==> src/rtl/pcd_pkg.sv <==
package pcd_pkg;
  typedef enum logic [1:0] {
    ADDR_CHG  = 2'd0,
    ADDR_STAT = 2'd1,
    ADDR_EN   = 2'd2,
    ADDR_MASK = 2'd3
  } pcd_addr_e;
endpackage

==> src/rtl/pcd_pin_filter.sv <==
module pcd_pin_filter #(
  parameter int NPINS = 4
) (
  input  logic             clk,
  input  logic             rst,
  input  logic [NPINS-1:0] pin_i,
  output logic [NPINS-1:0] level_o,
  output logic [NPINS-1:0] chg_o
);
  logic [NPINS-1:0] s1_q, s2_q, s3_q;

  always_ff @(posedge clk) begin
    if (rst) begin
      s1_q <= '0;
      s2_q <= '0;
      s3_q <= '0;
    end else begin
      s1_q <= pin_i;
      s2_q <= s1_q;
      s3_q <= s2_q;
    end
  end

  for (genvar g = 0; g < NPINS; g++) begin : g_pin
    logic lvl_q;
    // accept a new level once two synchronized samples agree
    assign chg_o[g] = (s2_q[g] == s3_q[g]) && (s2_q[g] != lvl_q);
    always_ff @(posedge clk) begin
      if (rst) lvl_q <= 1'b0;
      else if (chg_o[g]) lvl_q <= s2_q[g];
    end
  end

  assign level_o = s2_q;
endmodule

==> src/rtl/pcd_flag_bank.sv <==
module pcd_flag_bank #(
  parameter int NPINS = 4
) (
  input  logic             clk,
  input  logic             rst,
  input  logic [NPINS-1:0] chg_i,
  input  logic             clr_i,
  output logic [NPINS-1:0] flags_o
);
  always_ff @(posedge clk) begin
    if (rst) flags_o <= '0;
    else     flags_o <= (clr_i ? '0 : flags_o) | chg_i;
  end
endmodule

==> src/rtl/pcd_ctrl_regs.sv <==
module pcd_ctrl_regs
  import pcd_pkg::*;
#(
  parameter int NPINS = 4,
  parameter int DW    = 8
) (
  input  logic             clk,
  input  logic             rst,
  input  logic             wr_en,
  input  logic [1:0]       addr,
  input  logic [DW-1:0]    wdata,
  output logic [NPINS-1:0] en_o,
  output logic [DW-1:0]    mask_o
);
  always_ff @(posedge clk) begin
    if (rst) begin
      en_o   <= '0;
      mask_o <= '0;
    end else if (wr_en) begin
      case (pcd_addr_e'(addr))
        ADDR_EN:   en_o   <= wdata[NPINS-1:0];
        ADDR_MASK: mask_o <= wdata;
        default: ;
      endcase
    end
  end
endmodule

==> src/rtl/pin_change_irq.sv <==
module pin_change_irq
  import pcd_pkg::*;
#(
  parameter int NPINS = 4,
  localparam int DW   = 2 * NPINS,
  localparam int NSRC = DW - 1
) (
  input  logic             clk,
  input  logic             rst,
  input  logic [NPINS-1:0] pin_in,
  input  logic [NSRC-1:0]  src_in,
  input  logic             wr_en,
  input  logic             rd_en,
  input  logic [1:0]       addr,
  input  logic [DW-1:0]    wdata,
  output logic [DW-1:0]    rdata,
  output logic             irq_n
);
  logic [NPINS-1:0] level, chg, flags, en_r;
  logic [DW-1:0]    mask_r, status;
  logic             clr;

  assign clr = rd_en && (pcd_addr_e'(addr) == ADDR_CHG);

  pcd_pin_filter #(.NPINS(NPINS)) u_filt (
    .clk(clk), .rst(rst), .pin_i(pin_in), .level_o(level), .chg_o(chg)
  );

  pcd_flag_bank #(.NPINS(NPINS)) u_flags (
    .clk(clk), .rst(rst), .chg_i(chg), .clr_i(clr), .flags_o(flags)
  );

  pcd_ctrl_regs #(.NPINS(NPINS), .DW(DW)) u_regs (
    .clk(clk), .rst(rst), .wr_en(wr_en), .addr(addr), .wdata(wdata),
    .en_o(en_r), .mask_o(mask_r)
  );

  assign status = {|(flags & en_r), src_in};

  always_ff @(posedge clk) begin
    if (rst) begin
      rdata <= '0;
      irq_n <= 1'b1;
    end else begin
      irq_n <= ~|(status & mask_r);
      if (rd_en) begin
        case (pcd_addr_e'(addr))
          ADDR_CHG:  rdata <= {flags, level};
          ADDR_STAT: rdata <= status;
          ADDR_EN:   rdata <= {{(DW-NPINS){1'b0}}, en_r};
          default:   rdata <= mask_r;
        endcase
      end
    end
  end
endmodule

==> config.mk <==
export PLATFORM = sky130hd
export DESIGN_NAME = pin_change_irq
export DESIGN_NICKNAME = d
export VERILOG_FILES = /design/src/rtl/pcd_pkg.sv /design/src/rtl/pcd_pin_filter.sv /design/src/rtl/pcd_flag_bank.sv /design/src/rtl/pcd_ctrl_regs.sv /design/src/rtl/pin_change_irq.sv
export SDC_FILE = /design/constraint.sdc
export NUM_CORES = 1
export LEC_CHECK = 0
export BUFFER_PORTS_ARGS = -buffer_cell sky130_fd_sc_hd__buf_2
export CORE_MARGIN = 4
export CORE_UTILIZATION = 45
export CTS_CLUSTER_SIZE = 28
export DETAILED_ROUTE_END_ITERATION = 12
export PLACE_DENSITY = 0.67
export SLEW_MARGIN = 15
export SYNTH_ARGS = -nofsm -noshare
export SYNTH_HDL_FRONTEND = slang
export SYNTH_HIERARCHICAL = 1
export SYNTH_SLANG_ARGS = --single-unit
==> constraint.sdc <==
create_clock -name clk -period 1.3 [get_ports clk]
set_input_delay 0.065 -clock clk [delete_from_list [all_inputs] [get_ports clk]]
set_output_delay 0.065 -clock clk [all_outputs]
set_load 0.05 [all_outputs]
; Word level (Yosys, flattened, before mapping)
; Cells that the tools add are included.
[totals]
regBits = 41
inputBits = 25
elab_cells = 39
[classes]
n_eq_ne = 11
muxes = 2
n_bitwise = 3
reduce_logical = 11
[op_table]
columns = cell, n
row1 = $pmux 8 s3, 1
row2 = $and 8x8->8, 1
row3 = $reduce_or 8->1, 1
row4 = $logic_and 1x1->1, 5
row5 = $and 4x4->4, 1
row6 = $eq 1x1->1, 4
row7 = $eq 2x2->1 const B, 2
row8 = $mux 4, 1
row9 = $ne 1x1->1, 4
row10 = $or 4x4->4, 1
row11 = $reduce_and 2->1, 2
row12 = $reduce_or 4->1, 1
row13 = $eq 2x1->1 const B, 1
row14 = $logic_not 2->1, 1
row15 = $logic_not 1->1, 1

; Depth between registers and ports, before layout
[depth]
depth_word = 5
depth_mapped = 5

; Cells and area by module
; The synthesis kept the hierarchy.
[modules_own_cells]
columns = mod, n_inst, cells_per_inst, area_per_inst_um2, seq_area_each_um2
row1 = pin_change_irq, 1, 55, 569.3, 180.2
row2 = pcd_pin_filter, 1, 49, 520.5, 320.3
row3 = pcd_ctrl_regs, 1, 49, 518.0, 240.2
row4 = pcd_flag_bank, 1, 16, 140.1, 80.1

; Least setup slack after synthesis
; OpenSTA, ideal clock, no wires.
[synth_timing]
kind = reg2reg
startpoint = register u_regs.mask_o[1]
endpoint = register rdata[1]
setup_ps = 126
arrival_ps = 916
setup_slack_ps = 257
path_stages_with_launch = 4
path_buffers = 0
synth_period_minus_slack_ps = 1043
cell_sequence = dfxtp_1 mux4_2 mux2i_1 nor2_1
[synth_via]
elab_chain_cells = 1
[synth_rtl]
columns = item, line_no
row1 = "start, declared", pcd_ctrl_regs.sv:13  ; output logic [DW-1:0] mask_o
row2 = "start signal, assigned", pcd_ctrl_regs.sv:22  ; ADDR_MASK: mask_o <= wdata;
row3 = $pmux 8 s3, pin_change_irq.sv:47  ; case (pcd_addr_e'(addr))
row4 = "end signal, assigned", pin_change_irq.sv:48  ; ADDR_CHG: rdata <= {flags, level};
row5 = "end signal, assigned", pin_change_irq.sv:49  ; ADDR_STAT: rdata <= status;
row6 = "end signal, assigned", pin_change_irq.sv:50  ; ADDR_EN: rdata <= {{(DW-NPINS){1'b0}}, en_r};
row7 = "end, declared", pin_change_irq.sv:16  ; output logic [DW-1:0] rdata,
; Every way passes these cells.
; A chain may end at the register's enable or synchronous reset.

; Worst setup path in the final report
[layout_timing]
startpoint = register u_regs.mask_o[2]
endpoint = register rdata[2]
; The elaborated chain is that of the path after synthesis.

==> impl_metrics.py <==
metrics = {
    "synthesis": {
        "synth_area_sq_mm": 0.00175,
        "synth_cells": 169,
        "synthArstFlopShare_pct": 0,
        "synth_area_leaders": "dfxtp_1 (47%), mux2i_1 (11%), nand2b_1 (8.6%)",
        "synth_top_area_cell": "dfxtp_1",
        "synth-seq-cells": 41,
        "ys.flop_type": "dfxtp_1",
        "syn-num-nets": 194,
        "synth-edff-count": 0,
        "ys_types": 31,
        "yosysTopAreaCellShare_pct": 47.0,
        "ys_seq_area_share_pct": 47.0,
        "ys_warn_count": 6,
        "avgSynthCellArea_sq_um": 10.3,
    },
    "worst_hold_path": {
        "hp-start": "wdata[5]",
        "whs_endpoint": "u_regs/mask_o[5]",
        "hold_depth": 3,
        "hold_path_class": "in2reg",
    },
    "grt": {
        "grt.total_usage_pct": 15.5,
        "grt_max_degree": 36,
        "overflow": 0,
        "antenna_found_initial": 0,
        "grt_pass1_wl_um": 6020,
        "grt_pass1_vias": 1281,
    },
    "cts": {
        "cts_buffers": 5,
        "post_cts_buffers": 0,
        "cts_tree": "built",
        "cts-root-buf": "clkbuf_8",
        "clkSinkCount": 41,
        "cts_resized": 0,
        "cts-htree-levels": 2,
        "clock_path_buffers": 2,
        "clock_latency_ns": 0.29,
        "path_clk_slew_ns": 0.07,
    },
    "route": {
        "ant_nets": 0,
        "met1_length_um": 1640,
        "drt_first_iter_violations": 74,
        "dr_wl_met2_um": 1710,
        "met3_length_um": 184,
        "wl_um": 3590,
        "drc_errors": 0,
        "dr_total_vias": 1344,
        "highest_layer": "met4",
        "vias_per_cell": 5.23,
        "wire_per_inst_um": 14.0,
        "dr.pass1.iters": 4,
    },
    "die": {
        "die_y_um": 70.3,
        "die_area_sq_mm": 0.00495,
        "initial_core_util_pct": 47.0,
        "die_w_um": 70.3,
        "num_io_pins": 34,
        "fp-row-count": 22,
        "design.core.area_sq_mm": 0.00372,
    },
    "timing": {
        "setup_violations": 0,
        "worst_pin_slew_ns": 0.522,
        "rsz0062_at_grt": "no",
        "slew_violations": 0,
        "skew_ns": 0.00335,
        "finalCriticalPeriod_ns": 1.14,
        "max_freq_mhz": 877,
        "setup_tns_ns": 0,
        "fin_crit_sh_pct": 87.7,
        "relSlewSlack_pct": 65.2,
        "hold_violations": 0,
    },
    "worst_setup_path": {
        "cp.arrival_ns": 1.30,
        "worstPathRequired_ns": 1.46,
        "end_kind": "register",
        "regToRegEndpoint": "rdata[2]",
        "crit_type": "reg2reg",
        "r2r_start": "u_regs/mask_o[2]",
        "crit_fanout": 3,
        "reg2regPathDepth": 3,
        "cp-start-kind": "register",
        "r2r_setup_slack_ns": 0.16,
    },
    "power": {
        "leakage_nw": 0.862,
        "p_seq_share_pct": 50.1,
        "ir_drop_mv": 0.572,
        "finalPower_mw": 2.65,
        "clockPowerShare_pct": 39.2,
        "netSwitchingPower_mw": 0.599,
        "p_int_mw": 2.05,
        "swShare_pct": 22.6,
        "power.density_mw_per_mm2": 1260,
        "combPwrFrac_pct": 10.7,
    },
    "run": {
        "cap_violations": 0,
    },
    "final_layout": {
        "fin_nets": 233,
        "final_layout_size_suffix_gt1_share_pct": 24.4,
        "n_antenna_cell": 0,
        "syn_to_final_growth_pct": 20.5,
    },
    "place": {
        "hpwl_um": 2680,
        "place.gp.congestion": 0.821,
        "portBuffers": 33,
    },
    "run_status": {
        "status": "complete, no violations",
    },
}
==> worst max path at each step <==
stage	end	depth (start not counted)	startpoint	slack, ns
finish	rdata[2]	3	u_regs/mask_o[2]	0.16
global route	rdata[3]	3	u_filt/level_o[3]	0.08
CTS	rdata[2]	3	u_regs/mask_o[2]	0.15
detailed placement	rdata[2]	4	addr[0]	0.10
global placement	rdata[3]	4	addr[0]	0.14
floorplan	rdata[1]	3	u_regs/mask_o[1]	0.26
==> sequential cells by signal (all words and copies together) (netlist names) <==
register            flops
u_filt/g_pin.lvl_q      4
rdata                   8
u_regs/mask_o           8
u_filt/s1_q             4
u_filt/s3_q             4
u_filt/level_o          4
irq_n                   1
u_regs/en_o             4
u_flags/flags_o         4
==> through the flow <==
| step | instance area [sq um] | std cells | setup slack (ns) | hold slack (ns) | utilization [%] |
|---|---|---|---|---|---|
| after floorplan | 1750 | 169 | 0.257 | 0.134 | - |
| after global placement | 1950 | 245 | 0.140 | 0.272 | 52.5 |
| after detailed placement | 1950 | 245 | 0.100 | 0.277 | 52.5 |
| after CTS | 2110 | 257 | 0.148 | 0.0236 | 56.7 |
| after global routing | 2110 | 257 | 0.0815 | 0.0334 | 56.7 |
| final | 2110 | 257 | 0.160 | 0.0283 | 56.7 |
==> critical path, stage by stage (launching register included) <==
cell     delay (ns)
dfxtp_1        0.35
mux4_2         0.47
mux2i_1        0.14
nor2_1         0.05
==> synthesized netlist by cell type (4+ instances only) <==
| cell | number |
|---|---|
| nor2_1 | 8 |
| nor2b_1 | 10 |
| dfxtp_1 | 41 |
| or3b_1 | 4 |
| o21ai_0 | 6 |
| o21ai_1 | 4 |
| nand2_1 | 4 |
| inv_1 | 4 |
| mux4_2 | 4 |
| mux2i_1 | 19 |
| nand2b_1 | 24 |
| a21oi_1 | 8 |
==> power by group through the flow <==
| stage | combinational, mW | sequential, mW | clock [mW] |
|---|---|---|---|
| finish | 0.284 | 1.33 | 1.04 |
| floorplan | 0.143 | 1.40 | 0 |
| CTS | 0.286 | 1.33 | 1.06 |
| global placement | 0.269 | 1.36 | 0 |
| global route | 0.308 | 1.34 | 1.11 |
| detailed placement | 0.275 | 1.36 | 0 |
==> layer usage <==
| metal | global-route usage (%) | vias up |
|---|---|---|
| met5 | 0 | - |
| met4 | 5.74 | 0 |
| met3 | 5.04 | 6 |
| met2 | 24.4 | 27 |
| met1 | 19.7 | 638 |
| li1 | - | 673 |
==> placed cells by master (no fill, tap or decap), types with 6 or more instances in the layout <==
cell      synthesis  final
a21oi_1           8      8
buf_2             2     33
clkbuf_8          0      6
dfxtp_1          41     41
mux2i_1          19     19
nand2b_1         24     24
nor2_1            8      8
nor2b_1          10     10
o21ai_0           6      6
==> repair_timing <==
action / in CTS / in global routing
hold buffers: 4 / 0
setup endpoints to repair: 0 / 0
hold endpoints to repair: 4 / 0
==> logic make-up (layout without fill, tap and decap cells) <==
family | count (synthesis) | after routing | synth area share [%]
and+or+nand+nor | 63 | 63 | 21.6
DFF | 41 | 41 | 47.0
buffers and inverters | 13 | 53 | 4.65
AOI/OAI and AO/OA | 29 | 29 | 10.7
muxes | 23 | 23 | 16.0
==> final cells by class <==
cell class	instances	area (sq um)
fill	331	1610
multi-input combinational	115	846
sequential	41	821
timing repair buffer	41	248
clock buffer	7	86.3
tap	48	60.1
clock inverter	1	30.0
inverter	4	15.0
No activity file was read; power rests on OpenSTA's default activity.
